## src/rtl/fcs_pkg.sv

```systemverilog
package fcs_pkg;

    typedef enum logic [2:0] {
        ST_INIT = 3'd0,
        ST_IDLE = 3'd1,
        ST_ARM  = 3'd2,
        ST_GRAB = 3'd3,
        ST_SEND = 3'd4,
        ST_POLL = 3'd5
    } fcs_state_e;

endpackage

```

## src/rtl/fcs_vsync_sync.sv

```systemverilog
module fcs_vsync_sync #(
    parameter int STAGES = 2
) (
    input  logic clk,
    input  logic rst_n,
    input  logic async_i,
    output logic level_o,
    output logic rise_o
);
    logic [STAGES-1:0] chain_q;
    logic              prev_q;

    generate
        if (STAGES == 1) begin : g_single
            always_ff @(posedge clk) begin
                if (!rst_n) chain_q <= '0;
                else        chain_q <= async_i;
            end
        end else begin : g_multi
            always_ff @(posedge clk) begin
                if (!rst_n) chain_q <= '0;
                else        chain_q <= {chain_q[STAGES-2:0], async_i};
            end
        end
    endgenerate

    always_ff @(posedge clk) begin
        if (!rst_n) prev_q <= 1'b0;
        else        prev_q <= chain_q[STAGES-1];
    end

    assign level_o = chain_q[STAGES-1];
    assign rise_o  = chain_q[STAGES-1] & ~prev_q;

endmodule

```

## src/rtl/fcs_counters.sv

```systemverilog
module fcs_counters #(
    parameter int CNT_W = 16
) (
    input  logic             clk,
    input  logic             rst_n,
    input  logic             inc_pix_i,
    input  logic             inc_sent_i,
    input  logic             clr_i,
    output logic [CNT_W-1:0] pix_cnt_o,
    output logic             pix_max_o,
    output logic             all_sent_o
);
    localparam logic [CNT_W-1:0] CNT_MAX = {CNT_W{1'b1}};

    logic [CNT_W-1:0] pix_q;
    logic [CNT_W-1:0] sent_q;

    always_ff @(posedge clk) begin
        if (!rst_n || clr_i) begin
            pix_q  <= '0;
            sent_q <= '0;
        end else begin
            if (inc_pix_i)  pix_q  <= pix_q + 1'b1;
            if (inc_sent_i) sent_q <= sent_q + 1'b1;
        end
    end

    assign pix_cnt_o  = pix_q;
    assign pix_max_o  = (pix_q == CNT_MAX);
    assign all_sent_o = (sent_q == pix_q);

endmodule

```

## src/rtl/frame_capture_seq.sv

```systemverilog
module frame_capture_seq
    import fcs_pkg::*;
#(
    parameter int CNT_W       = 16,
    parameter int INIT_CYCLES = 8,
    parameter int SYNC_STAGES = 2
) (
    input  logic             clk,
    input  logic             rst_n,
    input  logic             go_i,
    input  logic             vsync_i,
    input  logic             pix_avail_i,
    input  logic             usb_full_i,
    input  logic             cmd_pending_i,
    output logic             fifo_rd_o,
    output logic             usb_wr_o,
    output logic [CNT_W-1:0] pixel_count_o,
    output logic [2:0]       state_o
);
    localparam int INIT_W = $clog2(INIT_CYCLES + 1);
    localparam logic [INIT_W-1:0] INIT_LAST = INIT_W'(INIT_CYCLES - 1);

    fcs_state_e        state_q, state_d;
    logic [INIT_W-1:0] init_q;
    logic              init_done;
    logic              vs_level, vs_rise;
    logic              pix_max, all_sent, cnt_clr;

    fcs_vsync_sync #(.STAGES(SYNC_STAGES)) u_sync (
        .clk     (clk),
        .rst_n   (rst_n),
        .async_i (vsync_i),
        .level_o (vs_level),
        .rise_o  (vs_rise)
    );

    fcs_counters #(.CNT_W(CNT_W)) u_cnt (
        .clk        (clk),
        .rst_n      (rst_n),
        .inc_pix_i  (fifo_rd_o),
        .inc_sent_i (usb_wr_o),
        .clr_i      (cnt_clr),
        .pix_cnt_o  (pixel_count_o),
        .pix_max_o  (pix_max),
        .all_sent_o (all_sent)
    );

    // Initialization timer, runs only in INIT
    always_ff @(posedge clk) begin
        if (!rst_n)                 init_q <= '0;
        else if (state_q == ST_INIT) init_q <= init_q + 1'b1;
    end
    assign init_done = (init_q == INIT_LAST);

    // State register
    always_ff @(posedge clk) begin
        if (!rst_n) state_q <= ST_INIT;
        else        state_q <= state_d;
    end

    // Next state
    always_comb begin
        state_d = state_q;
        unique case (state_q)
            ST_INIT: if (init_done) state_d = ST_IDLE;
            ST_IDLE: if (go_i)      state_d = ST_ARM;
            ST_ARM:  if (vs_rise)   state_d = ST_GRAB;
            ST_GRAB: if (!vs_level) state_d = ST_SEND;
            ST_SEND: if (all_sent)  state_d = ST_POLL;
            ST_POLL: state_d = cmd_pending_i ? ST_IDLE : ST_ARM;
            default: state_d = ST_INIT;
        endcase
    end

    // Outputs
    always_comb begin
        fifo_rd_o = 1'b0;
        usb_wr_o  = 1'b0;
        cnt_clr   = 1'b0;
        unique case (state_q)
            ST_GRAB: fifo_rd_o = pix_avail_i & ~pix_max;
            ST_SEND: begin
                usb_wr_o = ~usb_full_i & ~all_sent;
                cnt_clr  = all_sent;
            end
            default: ;
        endcase
    end

    assign state_o = state_q;

endmodule

```

## config.mk

```make
export PLATFORM = sky130hd
export DESIGN_NAME = frame_capture_seq
export DESIGN_NICKNAME = d
export VERILOG_FILES = /design/src/rtl/fcs_pkg.sv /design/src/rtl/fcs_vsync_sync.sv /design/src/rtl/fcs_counters.sv /design/src/rtl/frame_capture_seq.sv
export SDC_FILE = /design/constraint.sdc
export NUM_CORES = 1
export LEC_CHECK = 0
export ABC_AREA = 1
export BUFFER_PORTS_ARGS = -buffer_cell sky130_fd_sc_hd__buf_2
export CORE_MARGIN = 1.5
export CORE_UTILIZATION = 59
export DETAILED_ROUTE_END_ITERATION = 8
export MAX_ROUTING_LAYER = met4
export PLACE_DENSITY = 0.79
export SLEW_MARGIN = 20
export SYNTH_ARGS = -nofsm -noshare
export SYNTH_HDL_FRONTEND = slang
export SYNTH_SLANG_ARGS = --single-unit
```

## constraint.sdc

```tcl
create_clock -name clk -period 2.2 [get_ports clk]
set_input_delay 0.11 -clock clk [delete_from_list [all_inputs] [get_ports clk]]
set_output_delay 0.11 -clock clk [all_outputs]
set_load 0.02 [all_outputs]
```

==> metrics, run 1 <==
Synth Area in Compound Gates=8.48%; Total GRT Usage=28.7%; clk slew on worst S/H paths=70 ps; WL per Instance=12.9 um; worst min-delay path class=in -> reg; relative slew slack=64.4%; RSZ-0062 raised after global routing=no; Final GP Congestion=0.922; Power Density=649 mW/mm2; Final nets=468; # fillers=417; max incr delay on CP=460 ps; fin util=67.3%; Initial Utilization=61.6%; hold depth=3; Vias=2782; crit end category=primary output; drt pass-1 iters=5; dominant synthesized flop cell=dfxtp_1; Die X=70.4 um; largest family of logic cells by synthesized area=simple AND/OR/NAND/NOR gates; Root Driver=clkbuf_8; antenna cells=0; Reg2Reg Depth=9; status=finished, final reports clean; Die ar.=0.00496 mm2; synthesized cell area=0.00268 mm2; CP max-delay cell=dfxtp_1; Tot Pwr=1.90 mW; Final Cycle Share=91.8%; total length of routed wires=6580 um; CTS tree=done; Ports=28; CTS buffer count=5; crit path cell chain=inv_1 -> nand2_1 -> nand2_1 -> nor2_1 -> nand2_1 -> nor2_1 -> nand2_2 -> nand3_4 -> inv_1 -> buf_2; Sinks on Clock Net=42; post-layout minimum cycle time=2020 ps; Yosys reg bits=42; routed vias/inst=5.45; vias in the first global route=2506; initial antenna violation count=0; CP Launch Type=flip-flop; area of the multi-input gates=0.00157 mm2; Setup Crit Path Kind=reg -> out; Max Cap Violations=0; multiplexer share of the synthesized area=0%; dpl hpwl=4890 um; core footprint=0.00435 mm2; first-pass GRT wire length=11300 um; simple-gate portion of the synthesized area=43.1%; H-Tree Depth=2; Placement Cell Area=0.00284 mm2; CTS max path bufs=2; FMAX=495 MHz; Post-Synth XOR/XNOR Area=5.55%; final setup vio count=0; Synth cell types=31; Top Family by Delay on Critical Path=simple AND/OR/NAND/NOR gates; # DRC=0; Final TNS setup=0 ps; Slew @ Worst Pin=533 ps; Hold Path Origin=rst_n; crit-path most repeated cell=nand2_1; Cells after Synth=432; row count=24; synthesis warning total=0; reg2reg end=u_cnt.pix_cnt_o[3]; finished layout cell area=0.00293 mm2; Max Slew Vio Count=0; number of synthesized flops with an enable pin=0; synthesized area per cell=6.21 um2; Clk Latency, worst-skew pair=300 ps; Final Hold Fails=0; flop2flop setup slack=390 ps; Worst Path Buf+Inv=3; Layout area overhead=9.14%; Post-Synth Adder-Cell Area=1.40%; post-cts sizing count=0; Worst Hold End=u_sync.chain_q[1]; CP arrival=1910 ps; worst vdd ir=485 uV; DR iter-0 viols=240; WP data required=2090 ps; register area share after synthesis=31.3%; largest net degree at the start of global routing=22; WHS=123 ps; leakage dissipation=1.23 nW; register area=841 um2; asr flop ratio synth=0%; Clock Skew=7.65 ps; die height=70.4 um; crit path max fanout=19; Worst R2R Start=u_cnt.pix_cnt_o[1]; Final ANT Viol Nets=0; GRT overflow=0; Syn Nets=442; layout cells sized above 1=11.8%; Port Buf Inserts=27
## cell usage in the layout, fill, tap and decap left out, types with 2 or more instances in the layout
| cell | synthesis | layout |
|---|---|---|
| a21oi_1 | 31 | 31 |
| buf_2 | 7 | 27 |
| buf_4 | 1 | 3 |
| clkbuf_1 | 2 | 2 |
| clkbuf_8 | 0 | 5 |
| clkinv_1 | 2 | 2 |
| dfxtp_1 | 42 | 42 |
| ha_1 | 3 | 3 |
| inv_1 | 41 | 41 |
| inv_2 | 7 | 7 |
| nand2_1 | 150 | 150 |
| nand2_2 | 4 | 4 |
| nand3_1 | 22 | 22 |
| nand4_1 | 21 | 21 |
| nor2_1 | 48 | 48 |
| nor3_1 | 12 | 12 |
| o21ai_0 | 6 | 6 |
| xor2_1 | 17 | 17 |
## final cells by class
class / count / area share (%)
clock buffers: 7 / 2.61
well taps: 52 / 2.22
repair buffers: 32 / 6.41
inverters: 50 / 6.41
flip-flops and latches: 42 / 28.7
multi-input cells: 327 / 53.7
## what timing repair did
item / in CTS / in global routing
hold buffers: 1 / 0
hold endpoints to repair: 1 / 0
setup buffers: 0 / 0
## synth_stat cells (2+ instances only)
cell / n / share of area (%)
a21oi_1: 31 / 5.8
buf_2: 7 / 1.3
buf_6: 3 / 1.3
clkbuf_1: 2 / 0.28
clkinv_1: 2 / 0.28
dfxtp_1: 42 / 31
ha_1: 3 / 1.4
inv_1: 41 / 5.7
inv_2: 7 / 0.98
nand2_1: 150 / 21
nand2_2: 4 / 0.93
nand3_1: 22 / 4.1
nand4_1: 21 / 4.9
nor2_1: 48 / 6.7
nor3_1: 12 / 2.2
o21ai_0: 6 / 1.1
xor2_1: 17 / 5.5
## power breakdown
group	leakage, nW	internal (mW)	switching (mW)	total, mW
logic	0.855	0.179	0.380	0.559
clock network	0.0383	0.219	0.257	0.476
registers	0.340	0.809	0.0553	0.865
## per-layer routing
metal  up-vias  GRT usage [%]  wire length [um]
met5         -              -                 0
met4         0           11.3                91
met3        10           3.61               371
met2        89           42.1              2930
met1      1246           40.0              3180
li1       1437              -                 -
## logic make-up after synthesis
| kind of cell | after synthesis |
|---|---|
| DFF | 42 |
| buffers and inverters | 63 |
| xor gates and xnor gates | 17 |
| and+or+nand+nor | 265 |
| adders and majority gates | 3 |
| AOI/OAI and AO/OA | 42 |
## stage by stage
| stage | instances | setup WS (ps) |
|---|---|---|
| detailed placement | 502 | 412 |
| global placement | 502 | 508 |
| finish | 510 | 181 |
| floorplan | 432 | 378 |
| CTS | 510 | 215 |
| global route | 510 | 9.97 |
## registers in the layout, indices dropped and copies added, names as in the netlist
| name | count |
|---|---|
| u_cnt.pix_cnt_o | 16 |
| u_sync.chain_q | 2 |
| u_sync.prev_q | 1 |
| init_q | 4 |
| u_cnt.sent_q | 16 |
| state_o | 3 |
## worst reg2reg max path, delay by kind of cell, from the launching register on
kind | cells | cell delay, ps
buffers and inverters | 1 | 240
AND/OR/NAND/NOR | 5 | 540
flip-flops | 1 | 420
AO/OA/AOI/OAI | 2 | 270
adder cells (fa/ha/maj) | 1 | 220
## worst max-delay path by stage
| stage | from | end | slack [ps] | depth (start not counted) |
|---|---|---|---|---|
| after floorplan | u_cnt.pix_cnt_o[1] | u_cnt.pix_cnt_o[0] | 380 | 9 |
| after global placement | u_cnt.pix_cnt_o[0] | u_cnt.pix_cnt_o[7] | 510 | 9 |
| after detailed placement | u_cnt.pix_cnt_o[1] | u_cnt.pix_cnt_o[3] | 410 | 9 |
| after CTS | u_cnt.pix_cnt_o[1] | fifo_rd_o | 210 | 7 |
| after global routing | u_cnt.pix_cnt_o[10] | usb_wr_o | 10 | 10 |
| final | u_cnt.pix_cnt_o[10] | usb_wr_o | 180 | 10 |
Note: power is estimated with default switching activity, not from simulation.
==> run 2, diff against run 1 <==
--- a/config.mk
+++ b/config.mk
@@ -12,6 +12,7 @@
 export DETAILED_ROUTE_END_ITERATION = 8
 export MAX_ROUTING_LAYER = met4
 export PLACE_DENSITY = 0.79
+export RECOVER_POWER = 25
 export SLEW_MARGIN = 20
 export SYNTH_ARGS = -nofsm -noshare
 export SYNTH_HDL_FRONTEND = slang
==> run 2 against run 1 <==
Net effect: critical path depth did not move; register-to-register slack is essentially flat; sequential power barely moved; combinational power about the same; clock-buffer cell count did not move; routed wire length about the same; hold slack about the same; global-route usage stayed put.
==> metrics, run 2 (synthesized netlist as in run 1, its figures left out) <==
Hold Path Origin=rst_n; Reg2Reg Depth=9 (unchanged); most common cell after layout, fill and taps aside=nand2_1; CTS tree=done; Critical Path Source=u_cnt.pix_cnt_o[10]; WHS=122 ps (-0.0210 ps); # DRC=0 (unchanged); Final nets=468 (unchanged); worst vdd ir=488 uV (+0.51%); Clk Latency, worst-skew pair=300 ps (about the same); Die X=70.4 um (unchanged); Final GP Congestion=0.922 (unchanged); Vias=2775 (-0.25%); Layout area overhead=8.58%; worst setup margin=189 ps (+7.66 ps); CP arrival=1900 ps (about the same); status=finished, final reports clean; WP data required=2090 ps (about the same); crit end category=primary output; vias in the first global route=2506 (unchanged); post-cts sizing count=0 (unchanged); row count=24 (unchanged); Worst Setup EP=usb_wr_o; Die ar.=0.00496 mm2 (unchanged); layout cells sized above 1=9.17% (-2.6 points); Clock Skew=6.64 ps (-1.01 ps); Max Cap Violations=0 (unchanged); Tot Pwr=1.90 mW (-0.12%); drt pass-1 iters=5 (unchanged); routed vias/inst=5.44 (-0.25%); reg2reg end=u_cnt.pix_cnt_o[3]; FMAX=497 MHz (+0.38%); first-pass GRT wire length=11300 um (unchanged); flop2flop setup slack=390 ps (about the same); die height=70.4 um (unchanged); Ports=28 (unchanged); post-layout minimum cycle time=2010 ps (-7.66 ps); Port Buf Inserts=27 (unchanged); Sinks on Clock Net=42 (unchanged); clk slew on worst S/H paths=70 ps (about the same); DR iter-0 viols=240 (unchanged); pre-CTS setup slack=412 ps (unchanged); Final Cycle Share=91.4% (-0.35 points); initial antenna violation count=0 (unchanged); Total GRT Usage=28.7% (unchanged); CTS buffer count=5 (unchanged); Power Density=651 mW/mm2 (+0.39%); Max Slew Vio Count=0 (unchanged); RSZ-0062 raised after global routing=no; CTS max path bufs=2 (unchanged); crit path max fanout=19 (unchanged); Worst R2R Start=u_cnt.pix_cnt_o[1]; core footprint=0.00435 mm2 (unchanged); most frequent cells in the layout=150 x nand2_1, 48 x nor2_1, 42 x dfxtp_1; Final Hold Fails=0 (unchanged); fin util=66.9% (-0.34 points); GRT overflow=0 (unchanged); register area=841 um2 (unchanged); Setup Crit Path Kind=reg -> out; worst min-delay path class=in -> reg; leakage dissipation=1.18 nW (-4.3%); CP Launch Type=flip-flop; Root Driver=clkbuf_8; # fillers=425 (+1.9%); relative slew slack=64.1% (-0.29 points); Final TNS setup=0 ps (unchanged); largest net degree at the start of global routing=22 (unchanged); dpl hpwl=4890 um (unchanged); area of the multi-input gates=0.00157 mm2 (unchanged); Initial Utilization=61.6% (unchanged); antenna cells=0 (unchanged); WL per Instance=12.9 um (about the same); Final ANT Viol Nets=0 (unchanged); Slew @ Worst Pin=537 ps (+4.40 ps); final setup vio count=0 (unchanged); H-Tree Depth=2 (unchanged); total length of routed wires=6570 um (about the same)
[run 2: changes by cell type in the layout (fill, tap and decap cells not counted), sizes merged]
cell    change
buf        -12
clkbuf     +12
[run 2: what timing repair did]
| item | CTS | global route |
|---|---|---|
| hold buffers | 1 | 0 |
| hold endpoints to repair | 1 | 0 |
| endpoints found under the setup margin | 0 | 0 |
| buffers inserted | 0 | 0 |
[run 2: layout make-up]
type / instances / area share, %
Sequential cell: 42 / 28.9
Inverter: 50 / 6.44
Tap cell: 52 / 2.23
Clock buffer: 7 / 2.62
Multi-Input combinational cell: 327 / 53.9
Timing Repair Buffer: 32 / 5.93
[run 2: critical path, cell delays in order (launching register included)]
cell,delay (ps)
dfxtp_1,460
inv_1,130
nand2_1,80
nand2_1,60
nor2_1,100
nand2_1,60
nor2_1,160
nand2_2,130
nand3_4,200
inv_1,60
buf_2,160
[run 2: worst min-delay path by stage]
stage / endpoint / depth (start not counted)
5_1_grt: u_sync.chain_q[0] / 3
3_5_place_dp: u_sync.chain_q[0] / 3
6_report: u_sync.chain_q[1] / 3
2_1_floorplan: u_sync.chain_q[0] / 2
4_1_cts: u_sync.chain_q[1] / 3
3_3_place_gp: u_sync.chain_q[0] / 3
[run 2: power by group]
| group | switching, mW | leakage [nW] | internal, mW |
|---|---|---|---|
| logic | 0.382 | 0.803 | 0.176 |
| registers | 0.0550 | 0.340 | 0.809 |
| clock network | 0.256 | 0.0383 | 0.219 |
[run 2: through the flow]
| stage | instances | area (um2) |
|---|---|---|
| 2_1_floorplan | 432 | 2680 |
| 3_3_place_gp | 502 | 2840 |
| 3_5_place_dp | 502 | 2840 |
| 4_1_cts | 510 | 2930 |
| 5_1_grt | 510 | 2910 |
| 6_report | 510 | 2910 |
[run 2: per-layer routing]
metal  up-vias  wire length (um)  GRT usage [%]
met2        89              2950           42.1
met4         0                91           11.3
li1       1434                 -              -
met1      1242              3140           40.0
met5         -                 0              -
met3        10               395           3.61
==> run 3, diff against run 2 <==
--- a/config.mk
+++ b/config.mk
@@ -6,14 +6,16 @@
 export NUM_CORES = 1
 export LEC_CHECK = 0
 export ABC_AREA = 1
-export BUFFER_PORTS_ARGS = -buffer_cell sky130_fd_sc_hd__buf_2
+export BUFFER_PORTS_ARGS = -buffer_cell sky130_fd_sc_hd__buf_4
 export CORE_MARGIN = 1.5
-export CORE_UTILIZATION = 59
+export CORE_UTILIZATION = 58
 export DETAILED_ROUTE_END_ITERATION = 8
 export MAX_ROUTING_LAYER = met4
-export PLACE_DENSITY = 0.79
+export PLACE_DENSITY = 0.78
 export RECOVER_POWER = 25
+export SETUP_SLACK_MARGIN = 0.05
 export SLEW_MARGIN = 20
 export SYNTH_ARGS = -nofsm -noshare
 export SYNTH_HDL_FRONTEND = slang
+export SYNTH_HIERARCHICAL = 1
 export SYNTH_SLANG_ARGS = --single-unit
==> run 3 against run 2 <==
Net effect: non-clock buffer count up 19; die area down 8.8%; sequential power down 2%; register-to-register slack worse by 330 ps; clock power up 15%; sequential share of layout area down 0.31 points; critical path depth up 7; combinational power down 32%; clock-buffer cell count down 1; power down 6.4%.
==> metrics, run 3 <==
status=finished, final reports clean; area of the multi-input gates=0.00139 mm2 (-12%); RSZ-0062 raised after global routing=yes; Port Buf Inserts=27 (unchanged); CTS buffer count=5 (unchanged); antenna cells=0 (unchanged); simple-gate portion of the synthesized area=43.0% (-0.095 points); routed vias/inst=5.18 (-4.7%); first-pass GRT wire length=9030 um (-20%); largest family of logic cells by synthesized area=simple AND/OR/NAND/NOR gates; Setup Crit Path Kind=reg -> reg; # fillers=321 (-24%); WP data required=2420 ps (+330 ps); H-Tree Depth=2 (unchanged); crit path cell chain=inv_2 -> or2_4 -> nand3_2 -> nor2_2 -> nand2_1 -> nor2_2 -> buf_6 -> nor2_4 -> inv_2 -> nor2_4 -> nand2_1 -> nor2_2 -> nand2_2 -> nor2_4 -> nand3_2 -> nand2_1 -> nor2_1; Yosys top cell area share=35.1% (+3.8 points); register area share after synthesis=35.1% (+3.8 points); largest area contributor in the netlist=dfxtp_1; Die ar.=0.00453 mm2 (-8.8%); finished layout cell area=0.00302 mm2 (+3.5%); Post-Synth Adder-Cell Area=1.57% (+0.17 points); asr flop ratio synth=0% (unchanged); Final Hold Fails=0 (unchanged); Post-Synth XOR/XNOR Area=1.83% (-3.7 points); layout cells sized above 1=29.6% (+20 points); Clock Skew=11.3 ps (+4.61 ps); max incr delay on CP=340 ps (-120 ps); FMAX=467 MHz (-6.1%); leakage dissipation=1.28 nW (+8.3%); multiplexer share of the synthesized area=0% (unchanged); most common cell after layout, fill and taps aside=nand2_1; vias in the first global route=2047 (-18%); Synth Area in Compound Gates=8.36% (-0.13 points); Total GRT Usage=27.6% (-1.1 points); DR iter-0 viols=138 (-43%); Power Density=589 mW/mm2 (-9.6%); Worst Path Buf+Inv=3 (unchanged); crit path max fanout=8 (-11); CP arrival=2360 ps (+460 ps); Clk Latency, worst-skew pair=310 ps (about the same); number of synthesized flops with an enable pin=0 (unchanged); WL per Instance=12.8 um (-0.28%); crit end category=flip-flop; CP max-delay cell=dfxtp_2; CP Launch Type=flip-flop; synthesized cell area=0.00240 mm2 (-11%); synthesis warning total=6 (+6); Initial Utilization=60.3% (-1.3 points); # DRC=0 (unchanged); Max Slew Vio Count=0 (unchanged); Synth cell types=27 (-13%); die height=67.3 um (-4.5%); Final nets=438 (-6.4%); Ports=28 (unchanged); CTS max path bufs=2 (unchanged); synthesized area per cell=6.42 um2 (+3.4%); Synth area leaders=dfxtp_1 35%, nand2_1 14%, inv_1 8.3%, nor2_1 7.8%, nand3_1 4.6%; flop2flop setup slack=60 ps (-330 ps); relative slew slack=63.0% (-1.2 points); Die X=67.3 um (-4.5%); most common cell in the netlist=nand2_1; Layout area overhead=25.8%; Top Family by Delay on Critical Path=simple AND/OR/NAND/NOR gates; Sinks on Clock Net=42 (unchanged); Final ANT Viol Nets=0 (unchanged); dominant synthesized flop cell=dfxtp_1; Final GP Congestion=0.861 (-6.5%); final setup vio count=0 (unchanged); Syn Nets=383 (-13%); row count=23 (-4.2%); CTS tree=done; worst vdd ir=460 uV (-5.6%); GRT overflow=0 (unchanged); total length of routed wires=6150 um (-6.3%); clk slew on worst S/H paths=90 ps (+20 ps); Slew @ Worst Pin=555 ps (+17.9 ps); Yosys reg bits=42 (unchanged); WHS=68.6 ps (-53.9 ps); Max Cap Violations=0 (unchanged); Vias=2483 (-11%); worst min-delay path class=in -> reg; core footprint=0.00397 mm2 (-8.8%); Cells after Synth=373 (-14%); drt pass-1 iters=5 (unchanged); dpl hpwl=4250 um (-13%); post-layout minimum cycle time=2140 ps (+130 ps); largest net degree at the start of global routing=25 (+14%); initial antenna violation count=0 (unchanged); synth cell count leaders=92 x nand2_1, 53 x inv_1, 50 x nor2_1; most frequent cells in the layout=91 x nand2_1, 50 x inv_1, 48 x buf_4; register area=861 um2 (+2.4%); Root Driver=clkbuf_8; Placement Cell Area=0.00277 mm2 (-2.6%); Final Cycle Share=97.3% (+5.9 points)
run 3: worst paths after layout:
check / start / end / depth (start not counted)
hold / removal: rst_n / u_sync/chain_q[0] / 3
setup reg to reg: u_cnt/sent_q[11] / u_cnt/sent_q[15] / 17
setup / recovery: u_cnt/sent_q[11] / u_cnt/sent_q[15] / 17
hold reg to reg: u_sync/chain_q[0] / u_sync/chain_q[1] / 2
run 3: final cells by class:
class | count | area share [%]
clock buffers | 6 | 2.74
clock inverters | 2 | 0.415
inverters | 58 | 7.26
multi-input cells | 270 | 46.1
flip-flops and latches | 42 | 28.5
well taps | 50 | 2.07
repair buffers | 51 | 12.9
run 3: logic make-up after synthesis:
logic type | Yosys count
and+or+nand+nor | 222
DFF | 42
AOI/OAI and AO/OA | 39
adders and majority gates | 3
buffers and inverters | 62
xor gates and xnor gates | 5
run 3: per-layer routing:
metal  wire (um)  global-route usage (%)  share of wire (%)
met1        2830                    33.7                 46
met2        2890                    45.2                 47
met3         290                    4.00                4.7
met4         136                    12.2                2.2
met5           0                       -                  0
run 3: repair_timing:
item                                    4_1_cts  5_1_grt
hold buffers                                  1        0
gates resized for setup                       5       32
gates cloned                                  0        1
pin swaps                                     4       11
setup buffers                                 3        4
endpoints found under the setup margin       25       26
endpoints found under the hold margin         1        0
run 3: power breakdown:
part | leakage (nW) | switching (mW) | total [mW] | internal, mW
sequential | 0.348 | 0.0491 | 0.850 | 0.800
combinational | 0.884 | 0.239 | 0.382 | 0.143
clock | 0.0472 | 0.292 | 0.544 | 0.253
run 3: worst reg2reg max path: cells and delay by family (launching register included):
kind	cells	cell delay (ps)
buffers and inverters	3	210
flip-flops	1	340
AND/OR/NAND/NOR	14	1470
run 3: stage by stage:
stage	TNS (ps)	worst slack, ps	total power [mW]	utilization [%]	instances
5_1_grt	-279	-139	1.86	75.9	479
6_report	0	58.7	1.78	75.9	479
3_5_place_dp	-2970	-375	1.24	69.7	462
2_1_floorplan	0	50.5	1.14	-	373
4_1_cts	0	66.7	1.77	73.4	474
3_3_place_gp	-2300	-282	1.22	69.7	462
